### config.mk
export PLATFORM = sky130hd
export DESIGN_NAME = rrm_return_merge
export DESIGN_NICKNAME = d
export VERILOG_FILES = /design/src/rtl/rrm_pkg.sv /design/src/rtl/rrm_fifo.sv /design/src/rtl/rrm_fill_tracker.sv /design/src/rtl/rrm_arbiter.sv /design/src/rtl/rrm_return_merge.sv
export SDC_FILE = /design/constraint.sdc
export NUM_CORES = 1
export LEC_CHECK = 0
export BUFFER_PORTS_ARGS = -buffer_cell sky130_fd_sc_hd__buf_2
export CAP_MARGIN = 20
export CORE_MARGIN = 3
export CORE_UTILIZATION = 55
export CTS_CLUSTER_DIAMETER = 30
export DETAILED_ROUTE_END_ITERATION = 10
export GPL_TIMING_DRIVEN = 0
export PLACE_DENSITY = 0.74
export SETUP_SLACK_MARGIN = 0.4
export SYNTH_ARGS = -nofsm -noshare
export SYNTH_HDL_FRONTEND = slang
export SYNTH_SLANG_ARGS = --single-unit
### constraint.sdc
create_clock -name clk_i -period 4.55 [get_ports clk_i]
set_clock_uncertainty 0.1 [all_clocks]
set_input_delay 0.455 -clock clk_i [delete_from_list [all_inputs] [get_ports clk_i]]
set_output_delay 0.455 -clock clk_i [all_outputs]
set_load 0.02 [all_outputs]
### src/rtl/rrm_pkg.sv
package rrm_pkg;
  typedef enum logic {
    SRC_BUS  = 1'b0,
    SRC_PRIV = 1'b1
  } src_e;
endpackage

### src/rtl/rrm_fifo.sv
module rrm_fifo #(
  parameter int W     = 8,
  parameter int DEPTH = 8
) (
  input  logic         clk_i,
  input  logic         rst_ni,
  input  logic         push_i,
  input  logic [W-1:0] push_data_i,
  input  logic         pop_i,
  output logic [W-1:0] head_o,
  output logic         empty_o,
  output logic         full_o
);
  localparam int PTR_W = (DEPTH > 1) ? $clog2(DEPTH) : 1;
  localparam int CNT_W = $clog2(DEPTH + 1);

  logic [W-1:0]     mem_q [DEPTH];
  logic [PTR_W-1:0] wptr_q, rptr_q, wptr_nx, rptr_nx;
  logic [CNT_W-1:0] cnt_q;

  generate
    if ((DEPTH & (DEPTH - 1)) == 0) begin : g_pow2
      assign wptr_nx = wptr_q + 1'b1;
      assign rptr_nx = rptr_q + 1'b1;
    end else begin : g_wrap
      assign wptr_nx = (wptr_q == PTR_W'(DEPTH - 1)) ? '0 : wptr_q + 1'b1;
      assign rptr_nx = (rptr_q == PTR_W'(DEPTH - 1)) ? '0 : rptr_q + 1'b1;
    end
  endgenerate

  assign empty_o = (cnt_q == '0);
  assign full_o  = (cnt_q == CNT_W'(DEPTH));
  assign head_o  = mem_q[rptr_q];

  always_ff @(posedge clk_i) begin
    if (push_i) mem_q[wptr_q] <= push_data_i;
  end

  always_ff @(posedge clk_i or negedge rst_ni) begin
    if (!rst_ni) begin
      wptr_q <= '0;
      rptr_q <= '0;
      cnt_q  <= '0;
    end else begin
      if (push_i) wptr_q <= wptr_nx;
      if (pop_i)  rptr_q <= rptr_nx;
      if (push_i && !pop_i)      cnt_q <= cnt_q + 1'b1;
      else if (pop_i && !push_i) cnt_q <= cnt_q - 1'b1;
    end
  end
endmodule

### src/rtl/rrm_fill_tracker.sv
// Position inside the current internal-bus line fill; survives preemption.
module rrm_fill_tracker #(
  parameter int LINE_WORDS = 8,
  parameter int IDX_W      = 3
) (
  input  logic             clk_i,
  input  logic             rst_ni,
  input  logic             step_i,
  input  logic [IDX_W-1:0] head_start_i,
  output logic [IDX_W-1:0] idx_o,
  output logic             last_o
);
  logic [IDX_W-1:0] start_q;
  logic [IDX_W-1:0] sent_q;
  logic             first;

  assign first  = (sent_q == '0);
  // mod LINE_WORDS by natural IDX_W-bit wrap
  assign idx_o  = first ? head_start_i : start_q + sent_q;
  assign last_o = (sent_q == IDX_W'(LINE_WORDS - 1));

  always_ff @(posedge clk_i or negedge rst_ni) begin
    if (!rst_ni) begin
      start_q <= '0;
      sent_q  <= '0;
    end else if (step_i) begin
      if (first) start_q <= head_start_i;
      sent_q <= last_o ? '0 : sent_q + 1'b1;
    end
  end
endmodule

### src/rtl/rrm_arbiter.sv
// Private beats win; an open private burst locks out the bus until its last beat.
module rrm_arbiter (
  input  logic clk_i,
  input  logic rst_ni,
  input  logic load_i,
  input  logic bus_avail_i,
  input  logic priv_avail_i,
  input  logic priv_last_i,
  output logic pick_bus_o,
  output logic pick_priv_o
);
  logic lock_q;

  assign pick_priv_o = load_i && priv_avail_i;
  assign pick_bus_o  = load_i && bus_avail_i && !priv_avail_i && !lock_q;

  always_ff @(posedge clk_i or negedge rst_ni) begin
    if (!rst_ni)          lock_q <= 1'b0;
    else if (pick_priv_o) lock_q <= !priv_last_i;
  end
endmodule

### src/rtl/rrm_return_merge.sv
module rrm_return_merge #(
  parameter int DATA_W     = 32,
  parameter int TAG_W      = 4,
  parameter int LINE_WORDS = 8,
  parameter int BUF_DEPTH  = 8,
  localparam int IDX_W     = $clog2(LINE_WORDS)
) (
  input  logic              clk_i,
  input  logic              rst_ni,
  input  logic              priv_en_i,
  input  logic              bus_valid_i,
  output logic              bus_ready_o,
  input  logic [TAG_W-1:0]  bus_tag_i,
  input  logic [IDX_W-1:0]  bus_start_i,
  input  logic [DATA_W-1:0] bus_data_i,
  input  logic              priv_valid_i,
  output logic              priv_ready_o,
  input  logic [TAG_W-1:0]  priv_tag_i,
  input  logic [IDX_W-1:0]  priv_idx_i,
  input  logic              priv_last_i,
  input  logic [DATA_W-1:0] priv_data_i,
  output logic              out_valid_o,
  input  logic              out_ready_i,
  output logic              out_src_o,
  output logic [TAG_W-1:0]  out_tag_o,
  output logic [IDX_W-1:0]  out_idx_o,
  output logic              out_last_o,
  output logic [DATA_W-1:0] out_data_o
);
  import rrm_pkg::*;

  localparam int BUS_W  = TAG_W + IDX_W + DATA_W;
  localparam int PRIV_W = TAG_W + IDX_W + 1 + DATA_W;

  typedef struct packed {
    logic [TAG_W-1:0]  tag;
    logic [IDX_W-1:0]  start;
    logic [DATA_W-1:0] data;
  } bus_beat_t;

  typedef struct packed {
    logic [TAG_W-1:0]  tag;
    logic [IDX_W-1:0]  idx;
    logic              last;
    logic [DATA_W-1:0] data;
  } priv_beat_t;

  bus_beat_t  bus_in, bus_head;
  priv_beat_t priv_in, priv_head;
  logic bus_empty, bus_full, priv_empty, priv_full;
  logic bus_push, priv_push, pick_bus, pick_priv, load;
  logic [IDX_W-1:0] fill_idx;
  logic fill_last;

  logic              out_valid_q;
  src_e              out_src_q;
  logic [TAG_W-1:0]  out_tag_q;
  logic [IDX_W-1:0]  out_idx_q;
  logic              out_last_q;
  logic [DATA_W-1:0] out_data_q;

  assign bus_in       = '{tag: bus_tag_i, start: bus_start_i, data: bus_data_i};
  assign priv_in      = '{tag: priv_tag_i, idx: priv_idx_i, last: priv_last_i, data: priv_data_i};
  assign bus_ready_o  = !bus_full;
  assign priv_ready_o = priv_en_i && !priv_full;
  assign bus_push     = bus_valid_i && bus_ready_o;
  assign priv_push    = priv_valid_i && priv_ready_o;
  assign load         = !out_valid_q || out_ready_i;

  rrm_fifo #(.W(BUS_W), .DEPTH(BUF_DEPTH)) u_bus_buf (
    .clk_i, .rst_ni,
    .push_i(bus_push), .push_data_i(bus_in), .pop_i(pick_bus),
    .head_o(bus_head), .empty_o(bus_empty), .full_o(bus_full)
  );

  rrm_fifo #(.W(PRIV_W), .DEPTH(BUF_DEPTH)) u_priv_buf (
    .clk_i, .rst_ni,
    .push_i(priv_push), .push_data_i(priv_in), .pop_i(pick_priv),
    .head_o(priv_head), .empty_o(priv_empty), .full_o(priv_full)
  );

  rrm_arbiter u_arb (
    .clk_i, .rst_ni,
    .load_i(load), .bus_avail_i(!bus_empty), .priv_avail_i(!priv_empty),
    .priv_last_i(priv_head.last),
    .pick_bus_o(pick_bus), .pick_priv_o(pick_priv)
  );

  rrm_fill_tracker #(.LINE_WORDS(LINE_WORDS), .IDX_W(IDX_W)) u_fill (
    .clk_i, .rst_ni,
    .step_i(pick_bus), .head_start_i(bus_head.start),
    .idx_o(fill_idx), .last_o(fill_last)
  );

  always_ff @(posedge clk_i or negedge rst_ni) begin
    if (!rst_ni) begin
      out_valid_q <= 1'b0;
      out_src_q   <= SRC_BUS;
      out_tag_q   <= '0;
      out_idx_q   <= '0;
      out_last_q  <= 1'b0;
      out_data_q  <= '0;
    end else if (load) begin
      out_valid_q <= pick_bus || pick_priv;
      if (pick_priv) begin
        out_src_q  <= SRC_PRIV;
        out_tag_q  <= priv_head.tag;
        out_idx_q  <= priv_head.idx;
        out_last_q <= priv_head.last;
        out_data_q <= priv_head.data;
      end else if (pick_bus) begin
        out_src_q  <= SRC_BUS;
        out_tag_q  <= bus_head.tag;
        out_idx_q  <= fill_idx;
        out_last_q <= fill_last;
        out_data_q <= bus_head.data;
      end
    end
  end

  assign out_valid_o = out_valid_q;
  assign out_src_o   = out_src_q;
  assign out_tag_o   = out_tag_q;
  assign out_idx_o   = out_idx_q;
  assign out_last_o  = out_last_q;
  assign out_data_o  = out_data_q;
endmodule

==> flow_results.xml <==
<?xml version="1.0" encoding="UTF-8"?>
<metrics>
  <group name="pwr">
    <metric name="clkPwrFrac" unit="">0.386</metric>
    <metric name="netSwitchingPower" unit="W">0.00706</metric>
    <metric name="worst_ir_drop_vdd" unit="mV">0.572</metric>
    <metric name="power.share.combinational" unit="">0.252</metric>
    <metric name="pwr_density_cell" unit="mW/mm^2">693</metric>
    <metric name="power_leakage" unit="nW">11.7</metric>
    <metric name="p_int" unit="W">0.0164</metric>
    <metric name="netSwitchingFraction" unit="">0.301</metric>
    <metric name="power" unit="W">0.0234</metric>
    <metric name="sequentialPowerShare" unit="">0.362</metric>
  </group>
  <group name="setup_path">
    <metric name="max_fanout_on_critical_path" unit="">10</metric>
    <metric name="worst_path_largest_cell_delay" unit="ps">630</metric>
    <metric name="slowest_stage" unit="">nor4_4</metric>
    <metric name="rr_endpoint" unit="">u_bus_buf.cnt_q[3]$_DFFE_PN0P_</metric>
    <metric name="cp.arrival" unit="ps">4120</metric>
    <metric name="ff2ff_path_depth" unit="">12</metric>
    <metric name="setup.worst_path.end_class" unit="">register</metric>
    <metric name="crit_reg_reg_startpoint" unit="">u_priv_buf.cnt_q[0]$_DFFE_PN0P_</metric>
    <metric name="worst_path_cell_trace" unit="">or4_4 -&gt; nor4_4 -&gt; inv_2 -&gt; buf_2 -&gt; ha_1 -&gt; inv_1 -&gt; ha_1 -&gt; a21o_1 -&gt; a21oi_1 -&gt; xnor2_1 -&gt; nor2_1 -&gt; xor2_1</metric>
    <metric name="crit_top_cell" unit="">ha_1</metric>
    <metric name="worstPathRequired" unit="ps">4990</metric>
    <metric name="timing.setup.critical_path_class" unit="">reg2reg</metric>
    <metric name="worstSetupStartpointType" unit="">register</metric>
    <metric name="setup.reg_to_reg.worst_slack" unit="ps">870</metric>
  </group>
  <group name="route">
    <metric name="antenna_violating_nets_left" unit="">0</metric>
    <metric name="route.vias.total" unit="">14000</metric>
    <metric name="vias_per_cell" unit="">6.09</metric>
    <metric name="drc" unit="">0</metric>
    <metric name="routedWlPerCell" unit="microns">27.6</metric>
    <metric name="drt_first_pass_iters" unit="">6</metric>
    <metric name="drt-initial-drc-count" unit="">1402</metric>
    <metric name="routed_wirelength" unit="microns">63400</metric>
  </group>
  <group name="global_route">
    <metric name="first_global_vias" unit="">15000</metric>
    <metric name="grt_first_pass_wirelength" unit="microns">94700</metric>
    <metric name="grt_start_max_net_pins" unit="">70</metric>
    <metric name="antenna_violations_before_repair" unit="">3</metric>
    <metric name="gr-usage-all-layers" unit="">0.256</metric>
    <metric name="grt_remaining_overflow" unit="">0</metric>
  </group>
  <group name="place">
    <metric name="detailedPlacementHpwl" unit="microns">38200</metric>
    <metric name="place_congestion" unit="">0.808</metric>
    <metric name="port-buffer-count" unit="">128</metric>
  </group>
  <group name="sta">
    <metric name="setup-violations-final" unit="">0</metric>
    <metric name="timing_max_transition_violations_final" unit="">0</metric>
    <metric name="rsz0062_at_grt" unit="">no</metric>
    <metric name="finalHoldWorstSlack" unit="ps">227</metric>
    <metric name="hold_violations" unit="">0</metric>
    <metric name="max_slew_margin" unit="">0.288</metric>
    <metric name="sum_neg_setup_slack" unit="ps">0</metric>
    <metric name="fmaxAchievable" unit="GHz">0.272</metric>
    <metric name="tightestPinTransition" unit="ps">1060</metric>
    <metric name="fin_crit_sh" unit="">0.809</metric>
    <metric name="finalCriticalPeriod" unit="ps">3680</metric>
  </group>
  <group name="layout">
    <metric name="final_util" unit="">0.706</metric>
    <metric name="layout.cells.most_common_list" unit="">632 x edfxtp_1, 156 x mux4_2, 148 x buf_2</metric>
    <metric name="nets" unit="">1682</metric>
    <metric name="mostFrequentLayoutCell" unit="">edfxtp_1</metric>
    <metric name="fillCellCount" unit="">2809</metric>
    <metric name="layout-area-overhead-vs-synth" unit="%">26.5</metric>
    <metric name="post_route_cells_drive_above_1_share" unit="">0.337</metric>
  </group>
  <group name="die">
    <metric name="height_of_the_die" unit="microns">226</metric>
    <metric name="chipWidth" unit="microns">226</metric>
    <metric name="floorplan.initialDensity" unit="">0.558</metric>
    <metric name="fp.coreArea" unit="sq mm">0.0478</metric>
    <metric name="top_level_port_count" unit="">129</metric>
    <metric name="rows" unit="">80</metric>
    <metric name="die_area" unit="sq mm">0.0513</metric>
  </group>
  <group name="clocking">
    <metric name="cts_num_sinks" unit="">701</metric>
    <metric name="cts.repair_timing.setup_buffer_count" unit="">0</metric>
    <metric name="worst_skew_pair_latency" unit="ps">660</metric>
    <metric name="cts-root-buf" unit="">clkbuf_16</metric>
    <metric name="cts_buffers" unit="">116</metric>
    <metric name="number_of_buffers_on_the_longest_clock_path" unit="">3</metric>
    <metric name="cts_hold_buffers" unit="">80</metric>
    <metric name="cts.repair.resized" unit="">0</metric>
    <metric name="h_tree_depth" unit="">3</metric>
    <metric name="clock_pin_slew_reported_for_the_worst_setup_and_hold_paths_after_clock_tree_synthesis" unit="ps">50</metric>
    <metric name="tritoncts" unit="">yes</metric>
  </group>
  <group name="synthesis">
    <metric name="synth.distinct_cells" unit="">39</metric>
    <metric name="syn_inst" unit="">1219</metric>
    <metric name="syn_area" unit="sq mm">0.0267</metric>
    <metric name="yosys_warnings" unit="">0</metric>
    <metric name="synthesis.nets" unit="">1321</metric>
    <metric name="ff_latch_count_synth" unit="">701</metric>
    <metric name="avgSynthCellArea" unit="sq um">21.9</metric>
    <metric name="synth_sequential_area_ratio" unit="">0.775</metric>
  </group>
  <group name="worst_hold_path">
    <metric name="hold_class" unit="">in2reg</metric>
    <metric name="worst_hold_startpoint" unit="">out_ready_i</metric>
    <metric name="hold_depth" unit="">3</metric>
    <metric name="min_to" unit="">out_valid_o$_DFFE_PN0P_</metric>
  </group>
  <group name="status">
    <metric name="status" unit="">finished clean</metric>
  </group>
  <group name="job">
    <metric name="timing.max_cap.violations" unit="">0</metric>
  </group>
</metrics>
[how the worst max path moves through the flow]
| stage | start | depth (start not counted) | endpoint | slack, ps |
|---|---|---|---|---|
| after floorplan | u_bus_buf.cnt_q[0]$_DFFE_PN0P_ | 4 | u_bus_buf.mem_q[2][0]$_DFFE_PP_ | 340 |
| after global placement | u_bus_buf.cnt_q[0]$_DFFE_PN0P_ | 4 | u_bus_buf.mem_q[1][8]$_DFFE_PP_ | -2240 |
| after detailed placement | u_priv_buf.cnt_q[0]$_DFFE_PN0P_ | 12 | u_bus_buf.cnt_q[3]$_DFFE_PN0P_ | 890 |
| after CTS | u_priv_buf.cnt_q[0]$_DFFE_PN0P_ | 12 | u_bus_buf.cnt_q[3]$_DFFE_PN0P_ | 870 |
| after global routing | u_priv_buf.cnt_q[0]$_DFFE_PN0P_ | 12 | u_bus_buf.cnt_q[3]$_DFFE_PN0P_ | 660 |
| final | u_priv_buf.cnt_q[0]$_DFFE_PN0P_ | 12 | u_bus_buf.cnt_q[3]$_DFFE_PN0P_ | 870 |
[power by group through the flow]
stage | clock, W | sequential, W | combinational, W
detailed placement | 0 | 0.00852 | 0.00578
floorplan | 0 | 0.00864 | 0.00352
global placement | 0 | 0.00854 | 0.00539
global route | 0.00941 | 0.00852 | 0.00628
CTS | 0.00913 | 0.00845 | 0.00598
finish | 0.00905 | 0.00847 | 0.00590
[final cells by class]
cell class                 count  area [sq um]  area share
inverter                      10          37.5     0.00111
antenna                        2          5.00    0.000148
clock inverter               100          1170      0.0346
buffer                        59           248     0.00733
sequential                   701         20700       0.613
timing repair buffer         243          2040      0.0604
tap                          615           769      0.0228
clock buffer                 121          2950      0.0874
multi-input combinational    449          5860       0.173
[critical path: cells and delay by family, from the launching register on]
family	cells	cell delay (ps)
AO/OA/AOI/OAI	2	340
XOR/XNOR	2	270
adder cells (fa/ha/maj)	2	480
buffers and inverters	3	630
flip-flops	1	450
AND/OR/NAND/NOR	3	1290
[cell usage after synthesis]
cell	number	area [sq um]
a2111oi_0	1	8.76
a211oi_1	1	7.51
a21boi_0	1	7.51
a21o_1	3	22.5
a21oi_1	5	25.0
a221oi_1	1	8.76
and2_0	1	6.26
and2_1	1	6.26
buf_1	7	26.3
buf_2	21	105
clkbuf_1	31	116
clkinv_1	1	3.75
dfrtp_1	69	1730
edfxtp_1	632	19000
fa_1	3	60.1
ha_1	14	175
inv_1	8	30.0
inv_2	1	3.75
mux2_2	5	56.3
mux2i_1	82	821
mux4_2	156	3510
nand2_1	67	251
nand2b_1	7	43.8
nand3_1	2	10.0
nand3b_1	1	7.51
nor2_1	16	60.1
nor2_2	1	6.26
nor2b_1	3	18.8
nor3_1	11	55.1
nor4_1	2	12.5
nor4_4	1	21.3
o21ai_0	7	35.0
o21ai_1	1	5.00
o221ai_1	35	307
o22ai_1	1	6.26
or3_1	2	12.5
or4_4	1	11.3
xnor2_1	13	114
xor2_1	4	35.0
[cells by family (layout without fill, tap and decap cells)]
| family | Yosys count | in the layout | synth area share |
|---|---|---|---|
| DFF | 701 | 701 | 0.775 |
| muxes | 243 | 243 | 0.164 |
| and+or+nand+nor | 116 | 116 | 0.0196 |
| buffers and inverters | 69 | 533 | 0.0107 |
| AOI/OAI and AO/OA | 56 | 56 | 0.0162 |
| adders and majority gates | 17 | 17 | 0.00880 |
| xor gates and xnor gates | 17 | 17 | 0.00557 |
| other | 0 | 2 | 0 |
[state kept, by name, summed over array words and instances (netlist names)]
signal,flops
out_valid_o,1
u_priv_buf.wptr_q,3
u_priv_buf.mem_q,320
out_tag_o,4
u_bus_buf.cnt_q,4
out_last_o,1
u_bus_buf.mem_q,312
u_priv_buf.cnt_q,4
u_arb.lock_q,1
u_bus_buf.rptr_q,3
u_fill.sent_q,3
u_fill.start_q,3
out_src_o,1
u_bus_buf.wptr_q,3
u_priv_buf.rptr_q,3
out_data_o,32
out_idx_o,3
[metrics by stage]
step                std cells  instance area (sq um)  worst slack (ps)
CTS                      2298                  33800               874
global route             2299                  33800               660
finish                   2300                  33800               868
detailed placement       1997                  28900               890
global placement         1962                  28200             -2240
floorplan                1219                  26700               344
[layer usage]
layer	GRT usage	part of all wire	vias to the layer above
met2	0.395	0.48	723
li1	-	-	5839
met4	0.103	0.037	4
met1	0.349	0.39	7300
met3	0.0753	0.095	147
met5	0.0133	0.0017	-
Power figures use the tool's default switching activity.
